[config.mk]
export PLATFORM = sky130hd
export DESIGN_NAME = lsm_addr_seq
export DESIGN_NICKNAME = d
export VERILOG_FILES = /design/src/rtl/lsm_pkg.sv /design/src/rtl/lsm_mode_dec.sv /design/src/rtl/lsm_span_calc.sv /design/src/rtl/lsm_bit_pick.sv /design/src/rtl/lsm_addr_seq.sv
export SDC_FILE = /design/constraint.sdc
export NUM_CORES = 1
export LEC_CHECK = 0
export BUFFER_PORTS_ARGS = -buffer_cell sky130_fd_sc_hd__clkbuf_2
export CAP_MARGIN = 40
export CORE_ASPECT_RATIO = 1.5
export CORE_MARGIN = 5
export CORE_UTILIZATION = 54
export CTS_BUF_LIST = sky130_fd_sc_hd__clkbuf_4 sky130_fd_sc_hd__clkbuf_8 sky130_fd_sc_hd__clkbuf_16
export CTS_CLUSTER_SIZE = 24
export DETAILED_ROUTE_END_ITERATION = 8
export GPL_TIMING_DRIVEN = 0
export HOLD_SLACK_MARGIN = 0.06
export PLACE_DENSITY = 0.79
export SYNTH_ARGS = -nofsm -noshare
export SYNTH_HDL_FRONTEND = slang
export SYNTH_SLANG_ARGS = --single-unit
[constraint.sdc]
create_clock -name clk -period 7.4 [get_ports clk]
set_input_delay 1.48 -clock clk [delete_from_list [all_inputs] [get_ports clk]]
set_output_delay 1.48 -clock clk [all_outputs]
set_load 0.02 [all_outputs]
[src/rtl/lsm_pkg.sv]
package lsm_pkg;
   typedef enum logic [1:0] {
      AM_INC_AFTER  = 2'd0,
      AM_INC_BEFORE = 2'd1,
      AM_DEC_AFTER  = 2'd2,
      AM_DEC_BEFORE = 2'd3
   } am_e;

   typedef enum logic [1:0] {
      ST_FULL_DESC  = 2'd0,
      ST_FULL_ASC   = 2'd1,
      ST_EMPTY_DESC = 2'd2,
      ST_EMPTY_ASC  = 2'd3
   } stack_e;
endpackage

[src/rtl/lsm_mode_dec.sv]
module lsm_mode_dec
   import lsm_pkg::*;
(
   input  logic [2:0] sel,
   input  logic       is_load,
   output am_e        mode
);
   stack_e kind;
   assign kind = stack_e'(sel[1:0]);

   always_comb begin
      if (!sel[2]) begin
         mode = am_e'(sel[1:0]);
      end else begin
         unique case (kind)
            ST_FULL_DESC:  mode = is_load ? AM_INC_AFTER  : AM_DEC_BEFORE;
            ST_FULL_ASC:   mode = is_load ? AM_DEC_AFTER  : AM_INC_BEFORE;
            ST_EMPTY_DESC: mode = is_load ? AM_INC_BEFORE : AM_DEC_AFTER;
            default:       mode = is_load ? AM_DEC_BEFORE : AM_INC_AFTER;
         endcase
      end
   end
endmodule

[src/rtl/lsm_span_calc.sv]
module lsm_span_calc
   import lsm_pkg::*;
#(
   parameter int ADDR_W     = 32,
   parameter int NREG       = 16,
   parameter int WORD_BYTES = 4
) (
   input  logic [ADDR_W-1:0] base,
   input  logic [NREG-1:0]   list,
   input  am_e               mode,
   output logic [ADDR_W-1:0] first_addr,
   output logic [ADDR_W-1:0] wb_addr
);
   localparam int CNT_W = $clog2(NREG + 1);
   localparam logic [ADDR_W-1:0] STEP = ADDR_W'(WORD_BYTES);

   logic [CNT_W-1:0]  cnt;
   logic [ADDR_W-1:0] span;
   logic [ADDR_W-1:0] bottom;

   always_comb begin
      cnt = '0;
      for (int i = 0; i < NREG; i++) cnt = cnt + CNT_W'(list[i]);
   end

   assign span   = ADDR_W'(cnt) * STEP;
   assign bottom = base - span;

   always_comb begin
      unique case (mode)
         AM_INC_AFTER:  begin first_addr = base;          wb_addr = base + span; end
         AM_INC_BEFORE: begin first_addr = base + STEP;   wb_addr = base + span; end
         AM_DEC_AFTER:  begin first_addr = bottom + STEP; wb_addr = bottom;      end
         default:       begin first_addr = bottom;        wb_addr = bottom;      end
      endcase
   end
endmodule

[src/rtl/lsm_bit_pick.sv]
module lsm_bit_pick #(
   parameter int NREG = 16
) (
   input  logic [NREG-1:0]         list,
   output logic [$clog2(NREG)-1:0] idx,
   output logic [NREG-1:0]         rest
);
   localparam int IDX_W = $clog2(NREG);

   logic [NREG:0]   below;
   logic [NREG-1:0] onehot;

   assign below[0] = 1'b0;
   for (genvar i = 0; i < NREG; i++) begin : g_scan
      assign onehot[i]  = list[i] & ~below[i];
      assign below[i+1] = below[i] | list[i];
   end

   assign rest = list & ~onehot;

   always_comb begin
      idx = '0;
      for (int i = 0; i < NREG; i++)
         if (onehot[i]) idx = idx | IDX_W'(i);
   end
endmodule

[src/rtl/lsm_addr_seq.sv]
module lsm_addr_seq
   import lsm_pkg::*;
#(
   parameter int ADDR_W     = 32,
   parameter int NREG       = 16,
   parameter int WORD_BYTES = 4
) (
   input  logic                    clk,
   input  logic                    rst_n,
   input  logic                    start,
   input  logic [ADDR_W-1:0]       base_addr,
   input  logic [NREG-1:0]         reg_list,
   input  logic [2:0]              mode_sel,
   input  logic                    is_load,
   input  logic                    wb_en,
   output logic                    busy,
   output logic                    beat_valid,
   input  logic                    beat_ready,
   output logic [$clog2(NREG)-1:0] beat_reg,
   output logic [ADDR_W-1:0]       beat_addr,
   output logic                    beat_load,
   output logic                    done,
   output logic [ADDR_W-1:0]       base_out
);
   localparam logic [ADDR_W-1:0] STEP = ADDR_W'(WORD_BYTES);

   if (NREG < 2) begin : g_bad_nreg
      $error("lsm_addr_seq: NREG must be at least 2");
   end
   if (WORD_BYTES < 1 || (WORD_BYTES & (WORD_BYTES - 1)) != 0) begin : g_bad_word
      $error("lsm_addr_seq: WORD_BYTES must be a power of two");
   end
   if (ADDR_W < 8) begin : g_bad_addr
      $error("lsm_addr_seq: ADDR_W too small");
   end

   am_e               mode;
   logic [ADDR_W-1:0] first_addr;
   logic [ADDR_W-1:0] wb_addr;
   logic [NREG-1:0]   rest;

   logic              busy_q;
   logic [NREG-1:0]   pend_q;
   logic [ADDR_W-1:0] addr_q;
   logic [ADDR_W-1:0] wbv_q;
   logic              ld_q;
   logic              wben_q;
   logic              done_q;
   logic [ADDR_W-1:0] base_q;

   lsm_mode_dec u_dec (
      .sel     (mode_sel),
      .is_load (is_load),
      .mode    (mode)
   );

   lsm_span_calc #(
      .ADDR_W     (ADDR_W),
      .NREG       (NREG),
      .WORD_BYTES (WORD_BYTES)
   ) u_span (
      .base       (base_addr),
      .list       (reg_list),
      .mode       (mode),
      .first_addr (first_addr),
      .wb_addr    (wb_addr)
   );

   lsm_bit_pick #(
      .NREG (NREG)
   ) u_pick (
      .list (pend_q),
      .idx  (beat_reg),
      .rest (rest)
   );

   always_ff @(posedge clk) begin
      if (!rst_n) begin
         busy_q <= 1'b0;
         pend_q <= '0;
         addr_q <= '0;
         wbv_q  <= '0;
         ld_q   <= 1'b0;
         wben_q <= 1'b0;
         done_q <= 1'b0;
         base_q <= '0;
      end else begin
         done_q <= 1'b0;
         if (!busy_q) begin
            if (start) begin
               ld_q   <= is_load;
               wben_q <= wb_en;
               wbv_q  <= wb_addr;
               addr_q <= first_addr;
               pend_q <= reg_list;
               if (reg_list == '0) begin
                  done_q <= 1'b1;
                  if (wb_en) base_q <= wb_addr;
               end else begin
                  busy_q <= 1'b1;
               end
            end
         end else if (beat_ready) begin
            pend_q <= rest;
            addr_q <= addr_q + STEP;
            if (rest == '0) begin
               busy_q <= 1'b0;
               done_q <= 1'b1;
               if (wben_q) base_q <= wbv_q;
            end
         end
      end
   end

   assign busy       = busy_q;
   assign beat_valid = busy_q;
   assign beat_addr  = addr_q;
   assign beat_load  = ld_q;
   assign done       = done_q;
   assign base_out   = base_q;
endmodule

# Yosys cells after proc, flatten, opt, wreduce, memory -nomap -nowiden
# Cells that the tools add are included.
dict set report classes {
  n_addsub 20
  n_eq_ne 7
  muxes 46
  bitwise_logic 47
  n_reduce_logical 11
}
# cell count
set ops {}
lappend ops {{$mux 32} 11}
lappend ops {{$add 32x3->32 const B} 3}
lappend ops {{$pmux 32 s3} 1}
lappend ops {{$add 5x1->5} 14}
lappend ops {{$mux 16} 3}
lappend ops {{$add 32x7->32} 1}
lappend ops {{$logic_not 16->1} 2}
lappend ops {{$mux 4} 8}
lappend ops {{$sub 32x7->32} 1}
lappend ops {{$and 16x16->16} 1}
lappend ops {{$not 1->1} 16}
lappend ops {{$not 16->16} 1}
lappend ops {{$and 1x1->1} 15}
lappend ops {{$mux 2} 7}
lappend ops {{$or 1x1->1} 14}
lappend ops {{$mux 3} 4}
lappend ops {{$mux 1} 11}
lappend ops {{$pmux 2 s3} 1}
lappend ops {{$reduce_and 6->1} 1}
lappend ops {{$reduce_bool 2->1} 3}
lappend ops {{$eq 2x1->1 const B} 2}
lappend ops {{$eq 2x2->1 const B} 2}
lappend ops {{$logic_not 2->1} 2}
lappend ops {{$ne 2x1->1 const B} 2}
lappend ops {{4 further kinds} 5}
dict set report totals {
  reg_bits 116
  in_bits 57
  output_inout_bits 72
  word_cells 139
}

# Depth between registers and ports, before layout
# Gate-level depths: netlist of the first run.
dict set report depth {
  depth_word 22
  depth_mapped 29
  ltp_nobuf 27
}

# By module
# From an unflattened synthesis of the first run, not the netlist that was laid out.
dict set report unflattened {
  cells_unflattened 1331
  area_unflattened_um2 9902.0
}
# module n_inst cells_per_inst area_each_um2 seq_area_each_um2
set modules_own_cells {}
lappend modules_own_cells {lsm_addr_seq 1 677 5564.1 2322.2}
lappend modules_own_cells {lsm_span_calc 1 601 3980.1 0.0}
lappend modules_own_cells {lsm_bit_pick 1 49 317.8 0.0}
lappend modules_own_cells {lsm_mode_dec 1 4 40.0 0.0}

# Least setup slack after synthesis of the first run
# OpenSTA, ideal clock, no wires.
dict set report synth_path {
  path_kind {input to register}
  from {input reg_list[1]}
  to {register addr_q[26] (netlist: beat_addr[26])}
  setup_time_ns 0.117
  arrival_ns 7.951
  required_time_ns 7.283
  slack_ns -0.668
  stages 23
  n_path_buf 2
  cell_sequence {inv_1 -> ha_1 -> inv_1 -> fa_1 -> fa_1 -> fa_1 -> fa_1 -> fa_1 -> fa_1 -> xnor2_1 -> inv_1 -> ha_1 -> clkbuf_1 -> o311a_1 -> or4_1 -> a222oi_1 -> nand4_1 -> or3_1 -> buf_2 -> or4_4 -> xnor2_1 -> o21ai_1 -> a22o_1}
}
dict set report synth_via {
  elab_chain_cells 20
}
# item line
set synth_rtl {}
lappend synth_rtl {{from (decl)} lsm_addr_seq.sv:12} ;# input logic [NREG-1:0] reg_list,
lappend synth_rtl {{$add 1x1->2 (*)} lsm_span_calc.sv:23} ;# for (int i = 0; i < NREG; i++) cnt = cnt + CNT_W'(list[i]);
lappend synth_rtl {{$add 5x1->5 (*) (14 in series)} lsm_span_calc.sv:23}
lappend synth_rtl {{$sub 32x7->32 (*)} lsm_span_calc.sv:27} ;# assign bottom = base - span;
lappend synth_rtl {{$add 32x3->32} lsm_span_calc.sv:33} ;# AM_DEC_AFTER: begin first_addr = bottom + STEP; wb_addr = bottom; end
lappend synth_rtl {{$pmux 32 s3 (*)} lsm_span_calc.sv:30} ;# unique case (mode)
lappend synth_rtl {{$mux 32 (*)} lsm_addr_seq.sv:90} ;# if (start) begin
lappend synth_rtl {{$mux 32 (*)} lsm_addr_seq.sv:89} ;# if (!busy_q) begin
lappend synth_rtl {{to (signal assigned)} lsm_addr_seq.sv:94} ;# addr_q <= first_addr;
lappend synth_rtl {{to (signal assigned)} lsm_addr_seq.sv:105} ;# addr_q <= addr_q + STEP;
lappend synth_rtl {{to (decl)} lsm_addr_seq.sv:44} ;# logic [ADDR_W-1:0] addr_q;
# Mark *: on every way between the ends. The rest lies on a longest branch, timed or not. The select of a mux whose other input is x is not followed.
# A chain may end at the register's enable or synchronous reset.

# Worst setup path after layout of the first run
# Ends and elaborated chain as after synthesis.

==> results.ini, run 1 <==
[logic_synthesis]
yosys.area_share.simple_pct = 28.1
synth.area.top_cells = dfxtp_1 24%, nand2_1 8.1%, a21oi_1 6.1%, nor2_1 5.7%, xnor2_1 4.6%
yosys.area_share.adder_pct = 6.08
synth_cell_types = 76
synth_top_family_by_area = simple AND/OR/NAND/NOR gates
synth_edf_count = 0
async_reset_ff_share_pct = 0
synthesis.area_mm2 = 0.00955
synth-seq-cells = 116
ys.flop_type = dfxtp_1
ys_seq_area_share_pct = 24.3
syn_inst = 1367
yosysWarnings = 0
synth_xor_area_share_pct = 7.52
synth_top_cell_by_area = dfxtp_1
synthMuxAreaShare_pct = 2.75
synth_top_area_share_pct = 24.3
synth_compound_gate_area_share_pct = 24.6
syn_avg_cell_area_um2 = 6.99
syn_nets = 1460

[grt]
antenna_found_initial = 0
grt_first_pass_wirelength_um = 61700
first_global_vias = 11100
grt_max_degree = 17
overflow = 0
track_usage_pct = 37.9

[route]
drc = 0
dr.first_iter.drc_count = 1189
drt-met1-wl_um = 14000
drt_first_pass_iters = 6
vias = 11500
vias_per_cell = 6.57
ant_nets = 0
routed_wl_um = 40500
wl_met2_um = 19000
wl_per_cell_um = 23.1
highest_layer = met4
wl_met3_um = 3830

[timing]
setup-tns-final_ps = -5560
setup_viol = 17
rsz0062_at_grt = true
worst_pin_slew_ps = 944
fin_crit_ps = 7940
final-hold-violation-count = 0
fin_crit_sh_pct = 107
relSlewSlack_pct = 37.1
fin_ws_ps = -539
drv_slew = 0
finalClockSkew_ps = 12.5
timing.fmax_mhz = 126

[place]
dp_hpwl_um = 30800
io_buffers = 114
place_congestion = 1.02
dp_cells = 1698

[worst_setup_path]
critPathCaptureType = register
worstPathRequired_ps = 7720
worstSetupStartpointType = input pin
r2r_slack_ps = 3410
crit_type = input pin to register
arrival_ps = 8260
cp_max_fo = 4

[clock_tree]
cts_buffer_depth = 2
postCtsHoldBufs = 0
cts-htree-levels = 4
cts.sink_count = 116
cts-root-buf = clkbuf_16
cts_buffers = 17
cts_tree = built
clock_latency_ps = 430
clk_pin_slew_ps = 60

[floorplan]
std_cell_rows = 59
start_util_pct = 55.1
io_pins = 129
core_mm2 = 0.0173
die_x_um = 119
fp.dieArea_mm2 = 0.0205
fp.dieH_um = 173

[outcome]
violations = setup timing
outcome = finished with violations

[finish]
drive_above_1_share_pct = 17.9
final_cells = 1752
most-common-layout-cells = 204 x nand2_1, 135 x nor2_1, 116 x dfxtp_1
final_common_cell = nand2_1
antenna_cells = 0
syn_to_final_growth_pct = 23.0
nets = 1619

[hold_path]
hold_class = register to register

[flow_run]
maxCapViolCount = 0

[power_and_ir_drop]
power_density_mw_per_mm2 = 275
ir_worst_vdd_v = 0.000307
total_power_mw = 3.23
leakagePower_nw = 4.47

## state kept, by name (all words and copies together), names as in the netlist
register,cells
base_out,32
done,1
beat_valid,1
beat_load,1
wbv_q,32
pend_q,16
wben_q,1
beat_addr,32
## final timing paths
check                                  from             to  depth (start not counted)
worst max-delay path            reg_list[1]  beat_addr[26]                         23
worst min-delay path              beat_load      beat_load                          2
worst max register to register    pend_q[1]   base_out[24]                         11
worst min register to register    beat_load      beat_load                          2
## area by class of cell
class	count	area, um^2
Tap cell	213	267
Buffer	107	437
Multi-Input combinational cell	1091	7060
Sequential cell	116	2320
Timing Repair Buffer	143	847
Fill cell	1587	5600
Clock inverter	15	180
Inverter	50	210
Clock buffer	17	425
## through the flow
stage | utilization [%] | instance area [um^2] | setup slack [ps] | hold slack [ps]
final | 67.7 | 11800 | -539 | 453
after global routing | 67.7 | 11800 | -766 | 468
after CTS | 66.2 | 11500 | -492 | 454
after detailed placement | 60.9 | 10600 | -1610 | 446
after global placement | 60.7 | 10500 | -1760 | 440
after floorplan | - | 9700 | -455 | 436
## cells by family (layout without fill, tap and decap cells)
logic type | after synthesis | count (layout)
AO/OA/AOI/OAI | 375 | 375
multiplexers | 26 | 26
adder cells (fa/ha/maj) | 40 | 40
XOR/XNOR | 82 | 82
buffers and inverters | 160 | 332
flip-flops | 116 | 116
AND/OR/NAND/NOR | 568 | 568
## report_power, final
| part | internal [mW] | switching [mW] |
|---|---|---|
| clock | 0.510 | 0.350 |
| sequential | 0.685 | 0.0606 |
| combinational | 0.587 | 1.04 |
| total | 1.78 | 1.45 |
## repair_timing
action	4_1_cts	5_1_grt
pin swaps	35	31
setup buffers	16	9
endpoints found under the setup margin	35	32
gates resized for setup	42	43
## per-layer routing
metal  up-vias  GRT usage (%)
met5         -              0
met4         0           29.6
met3       241           8.76
met2       734           62.5
met1      5334           41.5
li1       5209              -
## worst max-delay path, stage by stage
cell and delay, ps:
clkbuf_16 120, inv_12 30, ha_4 250, inv_2 30, fa_1 490, fa_1 430, fa_1 510, fa_1 440
fa_2 400, fa_2 610, inv_4 60, ha_4 280, nor2_4 40, o311a_4 390, or4_4 520, a222oi_1 360
nand4_1 250, or3_1 440, buf_6 150, or4_4 540, xnor2_2 150, o21ai_1 100, a22o_1 200
## synthesized netlist by cell type (14+ instances only)
master    instances
nand2_1         205
nor2_1          146
a21oi_1         116
dfxtp_1         116
o21ai_0          86
clkbuf_1         85
xnor2_1          50
inv_1            48
nor3_1           41
xor2_1           32
nand3_1          28
nor4_1           25
a211oi_1         24
ha_1             24
mux2i_1          24
a31oi_1          23
nand4_1          23
or3_1            23
a22oi_1          17
and3_1           15
buf_1            14
Power figures use the tool's default switching activity.
==> run 2, diff against run 1 <==
--- a/config.mk
+++ b/config.mk
@@ -6,4 +6,5 @@
 export NUM_CORES = 1
 export LEC_CHECK = 0
+export ABC_AREA = 1
 export BUFFER_PORTS_ARGS = -buffer_cell sky130_fd_sc_hd__clkbuf_2
 export CAP_MARGIN = 40
@@ -16,5 +17,5 @@
 export GPL_TIMING_DRIVEN = 0
 export HOLD_SLACK_MARGIN = 0.06
-export PLACE_DENSITY = 0.79
+export PLACE_DENSITY = 0.81
 export SYNTH_ARGS = -nofsm -noshare
 export SYNTH_HDL_FRONTEND = slang
==> constraint.sdc (replaced) <==
create_clock -name clk -period 7.4 [get_ports clk]
set_input_delay 1.48 -clock clk [delete_from_list [all_inputs] [get_ports clk]]
set_output_delay 1.48 -clock clk [all_outputs]
set_load 0.1 [all_outputs]
==> run 2 against run 1 <==
Net effect:
- the flow now finishes without violations
- worst hold slack improved by 14 ps
- clock skew decreased by 4.4 ps
- final cell count increased by 27%
- design area increased by 4.0%
- largest cell class unchanged
==> results.ini, run 2 <==
[grt]
grt_first_pass_wirelength_um = 61700  ; about the same
antenna_found_initial = 0  ; unchanged
overflow = 0  ; unchanged
track_usage_pct = 35.3  ; was 37.9%
grt_max_degree = 17  ; unchanged
first_global_vias = 12200  ; was 11100

[power_and_ir_drop]
combPwrFrac_pct = 53.3  ; was 50.3%
leakagePower_nw = 5.85  ; was 4.47 nW
p_sw_share_pct = 49.6  ; was 44.9%
total_power_mw = 3.42  ; was 3.23 mW
power_density_mw_per_mm2 = 280  ; was 275 mW/mm^2
ir_worst_vdd_v = 0.000169  ; was 0.000307 V
switchingPower_mw = 1.70  ; was 1.45 mW
p_int_mw = 1.73  ; was 1.78 mW
p_seq_share_pct = 21.9  ; was 23.1%
pwr-share-clk_pct = 24.8  ; was 26.6%

[route]
routed_wl_um = 40300  ; was 40500 um
drt_first_pass_iters = 6  ; unchanged
vias = 12800  ; was 11500
wl_per_cell_um = 18.2  ; was 23.1 um
drc = 0  ; unchanged
vias_per_cell = 5.77  ; was 6.57
dr.first_iter.drc_count = 1060  ; was 1189
ant_nets = 0  ; unchanged

[clock_tree]
cts-root-buf = clkbuf_16  ; unchanged
cts_tree = built  ; unchanged
cts-htree-levels = 4  ; unchanged
cts_buffer_depth = 2  ; unchanged
cts.sink_count = 116  ; unchanged
clk_pin_slew_ps = 50  ; was 60 ps
clock_latency_ps = 420  ; was 430 ps
cts_buffers = 17  ; unchanged

[timing]
setup_viol = 0  ; was 17
worst_pin_slew_ps = 812  ; was 944 ps
fin_crit_ps = 7170  ; was 7940 ps
fin_ws_ps = 226  ; was -539 ps
final-hold-violation-count = 0  ; unchanged
drv_slew = 0  ; unchanged
finalClockSkew_ps = 8.15  ; was 12.5 ps
setup-tns-final_ps = 0  ; was -5560 ps
timing.fmax_mhz = 139  ; was 126 MHz
fin_crit_sh_pct = 96.9  ; was 107%
relSlewSlack_pct = 45.9  ; was 37.1%
fin_hold_ws_ps = 467  ; was 453 ps

[logic_synthesis]
ys_seq_area_share_pct = 22.2  ; was 24.3%
syn_avg_cell_area_um2 = 5.77  ; was 6.99 um^2
post-synth-top-count-cell = nand2_1  ; unchanged
synthesis.area_mm2 = 0.0105  ; was 0.00955 mm^2
synth_edf_count = 0  ; unchanged
synth_top_cell_by_area = dfxtp_1  ; unchanged
synth_top_area_share_pct = 22.2  ; was 24.3%
ys.flop_type = dfxtp_1  ; unchanged
synth_cell_types = 54  ; was 76
synth-seq-cells = 116  ; unchanged
yosysWarnings = 0  ; unchanged
syn_nets = 1906  ; was 1460
synth_common_cells = 470 x nand2_1, 230 x nor2_1, 223 x inv_1  ; was 205 x nand2_1, 146 x nor2_1, 116 x a21oi_1, 116 x dfxtp_1, 86 x o21ai_0
syn_inst = 1813  ; was 1367
synth.area.top_cells = dfxtp_1 22%, nand2_1 17%, nor2_1 8.3%, inv_1 8.0%, o21ai_0 7.1%  ; was dfxtp_1 24%, nand2_1 8.1%, a21oi_1 6.1%, nor2_1 5.7%, xnor2_1 4.6%
async_reset_ff_share_pct = 0  ; unchanged

[place]
place_ws_ps = -662  ; was -1610 ps
place_congestion = 1.00  ; was 1.02
dp_hpwl_um = 31800  ; was 30800 um
io_buffers = 113  ; was 114

[worst_setup_path]
worst-path-buf-inv = 3  ; was 5
crit_slowest_cell = fa_1  ; was fa_2
max_stage_delay_ps = 540  ; was 610 ps
critPathCaptureType = register  ; unchanged
worstSetupStartpointType = input pin  ; unchanged
crit_type = input pin to register  ; unchanged
worstPathRequired_ps = 7700  ; was 7720 ps
crit_family = adder cells  ; unchanged
cp_max_fo = 6  ; was 4
crit_path_frequent_cell = nand2_1  ; was fa_1
arrival_ps = 7480  ; was 8260 ps

[finish]
most-common-layout-cells = 461 x nand2_1, 221 x inv_1, 217 x nor2_1  ; was 204 x nand2_1, 135 x nor2_1, 116 x dfxtp_1
final_common_cell = nand2_1  ; unchanged
drive_above_1_share_pct = 13.1  ; was 17.9%
post-route-util_pct = 64.1  ; was 67.7%
nets = 2046  ; was 1619
syn_to_final_growth_pct = 16.9  ; was 23.0%
antenna_cells = 0  ; unchanged
fill_cells = 1919  ; was 1587

[floorplan]
core_mm2 = 0.0191  ; was 0.0173 mm^2
start_util_pct = 54.8  ; was 55.1%
std_cell_rows = 62  ; was 59
die_x_um = 124  ; was 119 um
fp.dieArea_mm2 = 0.0223  ; was 0.0205 mm^2
io_pins = 129  ; unchanged
fp.dieH_um = 180  ; was 173 um

[hold_path]
hold_class = register to register  ; unchanged

[flow_run]
maxCapViolCount = 0  ; unchanged

[outcome]
outcome = complete, no violations  ; was finished with violations

[run 2: layer usage]
layer,global-route usage (%),part of all wire (%),vias to the layer above,routed length (um)
li1,-,-,6165,-
met1,39.0,36,5785,14500
met2,60.7,49,697,19800
met3,5.34,7.9,171,3190
met4,23.9,7.1,0,2880
met5,0,0,-,0
[run 2: through the flow]
stage / std cells / cell area, um^2
after detailed placement: 2182 / 11300
after global routing: 2222 / 12200
after CTS: 2214 / 12000
after global placement: 2182 / 11300
final: 2222 / 12200
after floorplan: 1813 / 10500
[run 2: worst paths after layout]
path	from	end	slack (ps)	cells after the start
max	reg_list[0]	beat_addr[31]	230	29
min	wbv_q[10]	wbv_q[10]	470	2
max reg2reg	beat_valid	pend_q[1]	4400	10
min reg2reg	wbv_q[10]	wbv_q[10]	470	2
[run 2: repair_timing]
action,4_1_cts,5_1_grt
cloned,0,0
pin swaps,0,14
hold buffers,0,0
endpoints found under the setup margin,14,31
gates resized for setup,12,49
buffers inserted,0,8
[run 2: cell type report]
type | count | area, um^2 | share of cell area, %
multi-input combinational | 1375 | 7080 | 57.9
sequential | 116 | 2320 | 19.0
inverter | 230 | 866 | 7.08
timing repair buffer | 121 | 626 | 5.12
clock buffer | 17 | 425 | 3.48
buffer | 92 | 403 | 3.30
tap | 256 | 320 | 2.62
clock inverter | 15 | 180 | 1.47
[run 2: worst reg2reg max path: stages, from the launching register on]
cell and delay [ps]:
dfxtp_1 360, clkbuf_1 350, inv_1 150, nand2_1 300, clkinv_1 270, nor2_1 360, inv_1 90, clkbuf_1 270
clkbuf_1 380, o21ai_0 290, a21oi_1 60
[run 2: kinds of logic (layout without fill, tap and decap cells)]
logic type / Yosys count / after routing / share of synthesized area, %
AND/OR/NAND/NOR: 951 / 951 / 39.3
adder cells (fa/ha/maj): 36 / 36 / 5.17
XOR/XNOR: 25 / 25 / 2.09
multiplexers: 5 / 5 / 0.479
buffers and inverters: 322 / 475 / 12.1
AO/OA/AOI/OAI: 358 / 358 / 18.7
flip-flops: 116 / 116 / 22.2
[run 2: power groups by stage]
stage	Combinational [mW]	Sequential, mW	Clock, mW
global route	1.96	0.755	0.879
detailed placement	1.67	0.759	0
floorplan	0.984	0.993	0
finish	1.82	0.749	0.850
CTS	1.69	0.746	0.846
global placement	1.65	0.757	0
